--- src/rtl/majbin_pkg.sv ---
package majbin_pkg;

    typedef struct packed {
        logic hit;
        logic done;
    } dec_state_t;

endpackage

--- src/rtl/sat_popcounter.sv ---
module sat_popcounter #(
    parameter int CNT_W = 10
) (
    input  logic             clk,
    input  logic             rst_n,
    input  logic             clear_i,
    input  logic             inc_i,
    output logic [CNT_W-1:0] cnt_next_o
);
    localparam logic [CNT_W-1:0] CNT_MAX = {CNT_W{1'b1}};

    logic [CNT_W-1:0] cnt_d, cnt_q;
    logic [CNT_W-1:0] base;

    always_comb begin
        base  = clear_i ? '0 : cnt_q;
        cnt_d = base;
        if (inc_i && (base != CNT_MAX)) begin
            cnt_d = base + 1'b1;
        end
    end

    always_ff @(posedge clk or negedge rst_n) begin
        if (!rst_n) cnt_q <= '0;
        else        cnt_q <= cnt_d;
    end

    assign cnt_next_o = cnt_d;
endmodule

--- src/rtl/thresh_mask_and.sv ---
module thresh_mask_and #(
    parameter int CNT_W  = 10,
    parameter int THRESH = 392
) (
    input  logic [CNT_W-1:0] cnt_i,
    output logic             hit_o
);
    localparam logic [CNT_W-1:0] MASK = CNT_W'(THRESH);

    logic [CNT_W-1:0] gated;

    for (genvar i = 0; i < CNT_W; i++) begin : g_tap
        if (MASK[i]) begin : g_wire
            assign gated[i] = cnt_i[i];
        end else begin : g_tie
            assign gated[i] = 1'b1;
        end
    end

    assign hit_o = &gated;
endmodule

--- src/rtl/maj_bit_binarizer.sv ---
module maj_bit_binarizer
    import majbin_pkg::*;
#(
    parameter int FEATURES = 784
) (
    input  logic clk,
    input  logic rst_n,
    input  logic clear_i,
    input  logic valid_i,
    input  logic bit_i,
    input  logic last_i,
    output logic class_bit_o,
    output logic done_o
);
    localparam int CNT_W = $clog2(FEATURES);
    localparam int TOB   = FEATURES / 2;

    logic [CNT_W-1:0] cnt_next;
    logic             hit_now;
    dec_state_t       st_d, st_q;

    sat_popcounter #(.CNT_W(CNT_W)) u_count (
        .clk        (clk),
        .rst_n      (rst_n),
        .clear_i    (clear_i),
        .inc_i      (valid_i & bit_i),
        .cnt_next_o (cnt_next)
    );

    thresh_mask_and #(.CNT_W(CNT_W), .THRESH(TOB)) u_mask (
        .cnt_i (cnt_next),
        .hit_o (hit_now)
    );

    always_comb begin
        st_d = clear_i ? '0 : st_q;
        st_d.hit  = st_d.hit | hit_now;
        st_d.done = st_d.done | last_i;
    end

    always_ff @(posedge clk or negedge rst_n) begin
        if (!rst_n) st_q <= '0;
        else        st_q <= st_d;
    end

    assign class_bit_o = st_q.hit;
    assign done_o      = st_q.done;
endmodule

--- config.mk ---
export PLATFORM = sky130hd
export DESIGN_NAME = maj_bit_binarizer
export DESIGN_NICKNAME = d
export VERILOG_FILES = /design/src/rtl/majbin_pkg.sv /design/src/rtl/sat_popcounter.sv /design/src/rtl/thresh_mask_and.sv /design/src/rtl/maj_bit_binarizer.sv
export SDC_FILE = /design/constraint.sdc
export NUM_CORES = 1
export LEC_CHECK = 0
export ABC_AREA = 1
export CAP_MARGIN = 15
export CORE_MARGIN = 8
export CORE_UTILIZATION = 28
export CTS_CLUSTER_DIAMETER = 30
export DETAILED_ROUTE_END_ITERATION = 6
export PLACE_DENSITY = 0.41
export SLEW_MARGIN = 20
export SYNTH_ARGS = -nofsm -noshare
export SYNTH_HDL_FRONTEND = slang
export SYNTH_HIERARCHICAL = 1
export SYNTH_SLANG_ARGS = --single-unit
--- constraint.sdc ---
create_clock -name clk -period 2.4 [get_ports clk]
set_input_delay 0.24 -clock clk [delete_from_list [all_inputs] [get_ports clk]]
set_output_delay 0.24 -clock clk [all_outputs]
set_load 0.02 [all_outputs]
==> results of run 1 <==
## cells by family (layout without fill, tap and decap cells)
family / Yosys count / in the layout
buf+inv: 21 / 35
flops: 12 / 12
fa+ha+maj: 1 / 1
xor+xnor: 3 / 3
compound gates: 3 / 3
simple gates: 78 / 78
## sequential cells by signal, summed over array words and instances, names as in the netlist
| name | flops |
|---|---|
| u_count/cnt_q | 10 |
| class_bit_o | 1 |
| done_o | 1 |
## stage by stage
| step | hold slack [ns] | worst slack, ns | std cells |
|---|---|---|---|
| after floorplan | -0.05559 | 0.7007 | 118 |
| after global placement | 0.4634 | 0.1752 | 159 |
| after detailed placement | 0.4644 | 0.1944 | 159 |
| after CTS | 0.3522 | 0.4886 | 163 |
| after global routing | 0.3647 | 0.2837 | 163 |
| final | 0.3151 | 0.4958 | 163 |
## Yosys cell counts
cell	count
nand3b_1	1
nand3_1	8
o21ai_0	2
nand4_1	2
inv_1	19
nand2_1	47
buf_6	2
nand3_2	2
nor2_2	9
xor2_1	2
xnor2_1	1
nand2_2	3
o21ai_1	1
nor2_1	6
dfrtp_1	12
ha_1	1
## metal layers
metal / vias to the layer above / part of all wire (%)
met2: 9 / 45
met4: 0 / 2.5
met3: 5 / 2.9
met5: - / 0
met1: 312 / 50
li1: 379 / -
## power groups by stage
stage	registers [mW]	clock network (mW)	logic, mW
2_1_floorplan	0.213	0	0.0193
3_3_place_gp	0.212	0	0.0465
3_5_place_dp	0.212	0	0.0466
4_1_cts	0.208	0.177	0.0468
5_1_grt	0.208	0.184	0.0510
6_report	0.208	0.167	0.0452
## final timing paths
check                                      start                to  cells after the start
worst min-delay path                       rst_n            done_o                      1
min in group clk                          done_o            done_o                      2
max in group asynchronous                  rst_n  u_count/cnt_q[6]                      1
worst max-delay path                     clear_i       class_bit_o                     16
worst max register to register  u_count/cnt_q[1]       class_bit_o                     14
worst min register to register            done_o            done_o                      2
## area by class of cell
cell class	instances	area share [%]
Multi-Input combinational cell	85	42.39
Sequential cell	12	31.21
Timing Repair Buffer	12	11.18
Inverter	19	7.412
Tap cell	31	4.031
Clock buffer	4	3.771
==> results.sh, run 1 <==
export IMPL_ys_seq_area_share_pct=37.44
export IMPL_pwr_share_comb_pct=10.8
export IMPL_path_max_fanout=9
export IMPL_postCtsSetupBuffers=0
export IMPL_setup_tns_ns=0
export IMPL_crit_type="input port to register"
export IMPL_cp_top_family="simple AND/OR/NAND/NOR gates"
export IMPL_drive_above_1_share_pct=17.42
export IMPL_cts_tree="done"
export IMPL_end_kind="register"
export IMPL_synth_simple_area_share_pct=44.15
export IMPL_synth_top_family_by_area="simple AND/OR/NAND/NOR gates"
export IMPL_syn_area_per_cell_sq_um=6.797
export IMPL_clkPwrFrac_pct=39.8
export IMPL_min_path_type="input port to asynchronous set/reset pin"
export IMPL_p_leak_nw=0.4921
export IMPL_numCtsBuffers=3
export IMPL_synthCells=118
export IMPL_root_buffer="clkbuf_4"
export IMPL_post_cts_resized=0
export IMPL_die_w_um=69.52
export IMPL_cts_sinks=12
export IMPL_fillers=292
export IMPL_total_power_mw=0.4203
export IMPL_met1_usage_pct=10.74
export IMPL_worst_setup_path_start_kind="input port"
export IMPL_grt_use_total_pct=8.966
export IMPL_setup_viol_count_final=0
export IMPL_synth_compound_area_share_pct=1.872
export IMPL_path_cells="clkdlybuf4s50_1, inv_1, nand2_2, inv_1, ha_1, nand2_1, nor2_2, nand3_2, nand2_2, inv_1, nand2_1, nand2_1, nand2_1, nor2_2, inv_1, nand2_1"
export IMPL_drtIter0Drc=26
export IMPL_internal_power_mw=0.3172
export IMPL_gr_usage_met2_pct=14.24
export IMPL_fp_dieArea_sq_um=4833
export IMPL_io_buffers=7
export IMPL_routabilityCongestion=0.7238
export IMPL_grt_pass1_wl_um=3560
export IMPL_final_util_pct=35.19
export IMPL_maxSlewViolCount=0
export IMPL_antenna_found_initial=0
export IMPL_post_route_drc_count=0
export IMPL_switching_power_mw=0.1031
export IMPL_synthAdderAreaFrac_pct=1.560
export IMPL_crit_buf_inv=5
export IMPL_r2r_slack_ns=0.60
export IMPL_tightest_slew_ns=0.5617
export IMPL_ys_types=16
export IMPL_cts_hold_buffers_added=0
export IMPL_final_common_cell="nand2_1"
export IMPL_netSwitchingFraction_pct=24.54
export IMPL_synth_area_sq_um=802.0
export IMPL_sequentialPowerShare_pct=49.4
export IMPL_fin_crit_sh_pct=79.34
export IMPL_vias_per_cell=4.325
export IMPL_dr_pass1_iters=4
export IMPL_post_dp_cell_area_sq_um=925.9
export IMPL_seqCellArea_sq_um=300.3
export IMPL_wl_um=1904
export IMPL_syn2layout_area_growth_pct=19.97
export IMPL_crit_top_cell="nand2_1"
export IMPL_grt_pass1_vias=768
export IMPL_drt_wirelength_per_cell_um=11.68
export IMPL_rsz0062_at_grt="false"
export IMPL_outcome="finished, final reports clean"
export IMPL_cp_required_ns=2.58
export IMPL_stdcell_area_sq_um=962.2
export IMPL_clk_latency_ns=0.28
export IMPL_grt_max_degree=13
export IMPL_worst_ep_arrival_time_ns=2.08
export IMPL_slew_headroom_pct=62.43
export IMPL_fin_skew_ns=0.005134
export IMPL_worst_path_max_delay_cell="clkdlybuf4s50_1"
export IMPL_rows=19
export IMPL_vias=705
export IMPL_initial_utilization_pct=29.34
export IMPL_multi_input_area_sq_um=407.9
export IMPL_max_stage_delay_ns=0.47
export IMPL_htreeDepth=1
export IMPL_synth_top_cell_area_share_pct=37.44
export IMPL_synth_seq_cells=12
export IMPL_synth_mux_area_share_pct=0
export IMPL_dp_hpwl_um=1473
export IMPL_clockBufferDepth=2
export IMPL_synth_xor_area_share_pct=3.276
export IMPL_cap_violations=0
export IMPL_use_met3_pct=1.860
export IMPL_yosys_warnings=6
export IMPL_hold_viol=0
export IMPL_yosysTopAreaCell="dfrtp_1"
export IMPL_grt_overflow=0
export IMPL_ir_drop_mv=0.1583
export IMPL_clk_pin_slew_ns=0.09
export IMPL_nets=140
export IMPL_core_area_sq_um=2734
export IMPL_p_per_area_nw_per_um2=436.9
export IMPL_ios=8
export IMPL_antenna_left=0
export IMPL_num_antenna_cells=0
export IMPL_synthTopCellsByArea="dfrtp_1, nand2_1, inv_1, nor2_2, nand3_1"
export IMPL_busiest_layer="met2"
export IMPL_die_h_um=69.52
export IMPL_min_period_ns=1.904
export IMPL_syn_nets=125
export IMPL_final_cell_mix="nand2_1, inv_1, dfrtp_1, nor2_2, nand3_1"
export IMPL_clock_fmax_ghz=0.5252
(Power assumes the default switching activity.)
==> inputs of run 2 (changes only) <==
--- a/config.mk
+++ b/config.mk
@@ -11,7 +11,7 @@
 export CORE_UTILIZATION = 28
 export CTS_CLUSTER_DIAMETER = 30
 export DETAILED_ROUTE_END_ITERATION = 6
-export PLACE_DENSITY = 0.41
+export PLACE_DENSITY = 0.43
 export SLEW_MARGIN = 20
 export SYNTH_ARGS = -nofsm -noshare
 export SYNTH_HDL_FRONTEND = slang
==> constraint.sdc (replaced) <==
create_clock -name clk -period 1.7 [get_ports clk]
set_input_delay 0.17 -clock clk [delete_from_list [all_inputs] [get_ports clk]]
set_output_delay 0.17 -clock clk [all_outputs]
set_load 0.02 [all_outputs]
==> results.sh, run 2 (synthesized netlist as in run 1, its figures left out) <==
export IMPL_fin_skew_ns=0.008360
export IMPL_maxSlewViolCount=0
export IMPL_largest_reg_flops=10
export IMPL_core_area_sq_um=2734
export IMPL_vias=802
export IMPL_num_antenna_cells=0
export IMPL_cts_sinks=12
export IMPL_slew_headroom_pct=84.46
export IMPL_numCtsBuffers=3
export IMPL_routabilityCongestion=0.7501
export IMPL_antenna_left=0
export IMPL_rows=19
export IMPL_htreeDepth=1
export IMPL_clk_pin_slew_ns=0.08
export IMPL_cp_required_ns=1.87
export IMPL_drt_wirelength_per_cell_um=11.36
export IMPL_outcome="finished, final reports clean"
export IMPL_grt_overflow=0
export IMPL_final_cell_mix="nand2_1, buf_4, inv_1, dfrtp_1, nor2_2"
export IMPL_post_route_drc_count=0
export IMPL_grt_pass1_vias=745
export IMPL_max_stage_delay_ns=0.34
export IMPL_whs_ns=0.1910
export IMPL_dp_hpwl_um=1527
export IMPL_grt_max_degree=13
export IMPL_clock_fmax_ghz=0.6111
export IMPL_ios=8
export IMPL_worst_setup_path_start_kind="register"
export IMPL_final_common_cell="nand2_1"
export IMPL_grt_use_total_pct=8.499
export IMPL_drive_above_1_share_pct=33.77
export IMPL_min_period_ns=1.636
export IMPL_r2r_slack_ns=0.06
export IMPL_reg2reg_depth=11
export IMPL_end_kind="register"
export IMPL_dr_pass1_iters=5
export IMPL_grt_pass1_wl_um=3429
export IMPL_drtIter0Drc=26
export IMPL_clockBufferDepth=2
export IMPL_hold_viol=0
export IMPL_cap_violations=0
export IMPL_setup_viol_count_final=0
export IMPL_fillers=274
export IMPL_tightest_slew_ns=0.2322
export IMPL_fin_crit_sh_pct=96.25
export IMPL_vias_per_cell=4.407
export IMPL_wl_um=2068
export IMPL_path_cells="inv_1, nor2_2, ha_2, nand2_2, nor2_4, buf_4, nand4_1, nor2_2, nor2_2, buf_4, buf_4"
export IMPL_min_path_type="input port to asynchronous set/reset pin"
export IMPL_syn2layout_area_growth_pct=40.72
export IMPL_path_max_fanout=2
export IMPL_total_power_mw=0.5550
export IMPL_io_buffers=7
export IMPL_p_per_area_nw_per_um2=491.8
export IMPL_p_leak_nw=0.5865
export IMPL_nets=160
export IMPL_fp_dieArea_sq_um=4833
export IMPL_die_h_um=69.52
export IMPL_initial_utilization_pct=29.34
export IMPL_cts_tree="done"
export IMPL_largest_register="u_count/cnt_q"
export IMPL_worst_ep_arrival_time_ns=1.80
export IMPL_crit_type="register to register"
export IMPL_root_buffer="clkbuf_4"
export IMPL_antenna_found_initial=0
export IMPL_clk_latency_ns=0.27
export IMPL_rsz0062_at_grt="true"
export IMPL_ir_drop_mv=0.2644
export IMPL_die_w_um=69.52
export IMPL_worst_path_max_delay_cell="dfrtp_1"
==> run 2: cell types whose count changed in the layout (fill, tap and decap cells not counted), sizes merged <==
cell / before / now
buf: 5 / 25
clkbuf: 4 / 3
clkdlybuf4s50: 7 / 6
dlygate4sd2: 0 / 1
==> run 2: worst max-delay path, delay by kind of cell, from the launching register on <==
family / cells / cell delay [ns]
simple gates: 6 / 0.57
flops: 1 / 0.34
buf+inv: 4 / 0.41
fa+ha+maj: 1 / 0.21
==> run 2: area by class of cell <==
cell class / count / area, sq um / share of cell area (%)
flip-flops and latches: 12 / 300.3 / 26.61
clock buffers: 3 / 22.52 / 1.996
repair buffers: 32 / 256.5 / 22.73
multi-input cells: 85 / 439.2 / 38.91
well taps: 31 / 38.79 / 3.437
inverters: 19 / 71.32 / 6.319
==> run 2: repair_timing <==
item | 4_1_cts | 5_1_grt
hold buffers | 0 | 0
gates resized for setup | 5 | 7
pin swaps | 0 | 8
setup buffers | 0 | 5
endpoints found under the setup margin | 8 | 8
gates cloned | 0 | 0
==> run 2: worst paths after layout <==
path	endpoint	startpoint
worst max-delay path	u_count/cnt_q[8]	u_count/cnt_q[1]
worst min-delay path	u_count/cnt_q[2]	rst_n
worst max register to register	u_count/cnt_q[8]	u_count/cnt_q[1]
worst min register to register	done_o	done_o
max in group asynchronous	u_count/cnt_q[8]	rst_n
min in group clk	done_o	last_i
==> run 2: where the power goes <==
part	internal [mW]	switching (mW)	leakage, nW
Sequential	0.290	0.00259	0.163
Combinational	0.0387	0.0421	0.410
Clock	0.0820	0.0992	0.0138
Total	0.411	0.144	0.586
==> run 2: routing by layer <==
metal	GRT usage [%]	part of all wire, %
met3	2.718	3.5
met2	13.52	47
met4	2.733	1.7
met1	10.49	48
met5	0	0
==> run 2: stage by stage <==
step	worst slack (ns)	std cells	cell area [sq um]	util (%)	setup TNS (ns)
5_1_grt	-0.04421	182	1129	41.28	-0.1002
6_report	0.06372	182	1129	41.28	0
3_3_place_gp	-0.4194	174	1039	37.99	-3.633
3_5_place_dp	-0.4307	174	1039	37.99	-3.617
4_1_cts	0.03044	177	1075	39.31	0
2_1_floorplan	0.07066	118	802.0	-	0
==> inputs of run 3 (changes only) <==
--- a/config.mk
+++ b/config.mk
@@ -7,7 +7,7 @@
 export LEC_CHECK = 0
 export ABC_AREA = 1
 export CAP_MARGIN = 15
-export CORE_MARGIN = 8
+export CORE_MARGIN = 2
 export CORE_UTILIZATION = 28
 export CTS_CLUSTER_DIAMETER = 30
 export DETAILED_ROUTE_END_ITERATION = 6
==> constraint.sdc (replaced) <==
create_clock -name clk -period 1.3 [get_ports clk]
set_input_delay 0.13 -clock clk [delete_from_list [all_inputs] [get_ports clk]]
set_output_delay 0.13 -clock clk [all_outputs]
set_load 0.02 [all_outputs]
==> results.sh, run 3 (synthesized netlist as in run 1, its figures left out) <==
export IMPL_setup_viol_count_final=11
export IMPL_drt_wirelength_per_cell_um=11.22
export IMPL_maxSlewViolCount=0
export IMPL_post_route_drc_count=0
export IMPL_dr_pass1_iters=4
export IMPL_grt_use_total_pct=14.42
export IMPL_min_period_ns=1.582
export IMPL_rsz0062_at_grt="true"
export IMPL_fin_skew_ns=0.01151
export IMPL_p_per_area_nw_per_um2=639.5
export IMPL_final_common_cell="nand2_1"
export IMPL_drive_above_1_share_pct=36.18
export IMPL_reg2reg_depth=14
export IMPL_cts_hold_buffers_added=0
export IMPL_p_leak_nw=0.6024
export IMPL_io_buffers=7
export IMPL_antenna_found_initial=0
export IMPL_whs_ns=0.1349
export IMPL_clk_pin_slew_ns=0.09
export IMPL_violations="setup timing"
export IMPL_cts_sinks=12
export IMPL_num_antenna_cells=0
export IMPL_gr_usage_met2_pct=23.21
export IMPL_tightest_slew_ns=0.2119
export IMPL_grt_pass1_wl_um=3560
export IMPL_end_kind="register"
export IMPL_cp_required_ns=1.47
export IMPL_rows=19
export IMPL_nets=161
export IMPL_busiest_layer="met2"
export IMPL_stdcell_area_sq_um=1149
export IMPL_ir_drop_mv=0.3173
export IMPL_grt_max_degree=13
export IMPL_cts_tree="done"
export IMPL_numCtsBuffers=3
export IMPL_min_path_type="input port to asynchronous set/reset pin"
export IMPL_htreeDepth=1
export IMPL_cap_violations=0
export IMPL_outcome="complete, but fails checks"
export IMPL_grt_overflow=0
export IMPL_finalWorstSetupSlack_ns=-0.2818
export IMPL_slew_headroom_pct=85.93
export IMPL_path_max_fanout=7
export IMPL_die_h_um=57.52
export IMPL_fp_dieArea_sq_um=3309
export IMPL_largest_reg_flops=10
export IMPL_root_buffer="clkbuf_4"
export IMPL_clockBufferDepth=2
export IMPL_initial_utilization_pct=29.34
export IMPL_dp_hpwl_um=1555
export IMPL_drtIter0Drc=26
export IMPL_post_dp_cell_area_sq_um=1064
export IMPL_core_area_sq_um=2734
export IMPL_worst_setup_path_start_kind="register"
export IMPL_vias_per_cell=4.557
export IMPL_wl_um=2053
export IMPL_final_cells=183
export IMPL_fin_crit_sh_pct=121.7
export IMPL_grt_pass1_vias=780
export IMPL_clock_fmax_ghz=0.6322
export IMPL_clk_latency_ns=0.28
export IMPL_largest_register="u_count/cnt_q"
export IMPL_antenna_left=0
export IMPL_crit_type="register to register"
export IMPL_vias=834
export IMPL_worst_ep_arrival_time_ns=1.75
export IMPL_routabilityCongestion=0.7778
export IMPL_hold_viol=0
export IMPL_final_cell_mix="nand2_1, buf_4, inv_1, dfrtp_1, nor2_2"
export IMPL_syn2layout_area_growth_pct=43.21
export IMPL_place_inst=177
export IMPL_met1_usage_pct=18.32
export IMPL_setup_tns_ns=-2.242
export IMPL_die_w_um=57.52
export IMPL_use_met3_pct=3.628
export IMPL_ios=8
run 3: cell types whose count changed in the layout (fill, tap and decap cells not counted), sizes merged:
cell	before	now
clkdlybuf4s50	6	4
dlygate4sd2	1	3
buf	25	26
run 3: per-layer routing:
layer  vias to the layer above  share of wire, %
met2                        23                49
met3                        12               4.0
li1                        423                 -
met4                         0               2.5
met5                         -                 0
met1                       376                45
run 3: stage by stage:
step / utilization [%] / total power [mW] / setup slack, ns
3_5_place_dp: 38.90 / 0.4899 / -0.6603
5_1_grt: 42.01 / 0.7720 / -0.4124
4_1_cts: 40.55 / 0.7420 / -0.3400
6_report: 42.01 / 0.7346 / -0.2818
2_1_floorplan: - / 0.4296 / -0.2544
3_3_place_gp: 38.90 / 0.4891 / -0.6291
run 3: critical path: stages, from the launching register on:
cell     delay (ns)
dfrtp_1        0.36
inv_1          0.05
nor2_2         0.10
ha_2           0.20
nand2_2        0.07
nor2_4         0.11
nand3_2        0.10
nand2_4        0.11
inv_2          0.06
nand2_1        0.05
nand2_1        0.06
nand2_1        0.07
nor2_2         0.03
inv_1          0.04
nand2_1        0.05
run 3: final timing paths:
path | to | slack, ns | start
worst max-delay path | class_bit_o | -0.28 | u_count/cnt_q[1]
worst min-delay path | u_count/cnt_q[2] | 0.13 | rst_n
worst max register to register | class_bit_o | -0.28 | u_count/cnt_q[1]
worst min register to register | done_o | 0.47 | done_o
max in group asynchronous | u_count/cnt_q[3] | 0.99 | rst_n
min in group clk | u_count/cnt_q[1] | 0.34 | clear_i
run 3: power breakdown:
| group | internal, mW | leakage [nW] | switching, mW |
|---|---|---|---|
| Combinational | 0.0485 | 0.426 | 0.0564 |
| Clock | 0.107 | 0.0138 | 0.139 |
| Sequential | 0.380 | 0.163 | 0.00311 |
run 3: layout make-up:
| class | count | area, sq um |
|---|---|---|
| fill | 323 | 1585 |
| multi-input combinational | 85 | 446.7 |
| sequential | 12 | 300.3 |
| timing repair buffer | 33 | 269.0 |
| inverter | 19 | 71.32 |
| tap | 31 | 38.79 |
| clock buffer | 3 | 22.52 |
run 3: repair_timing:
item,4_1_cts,5_1_grt
endpoints found under the setup margin,13,11
buffers inserted,2,1
gates resized for setup,7,10
pin swaps,2,1
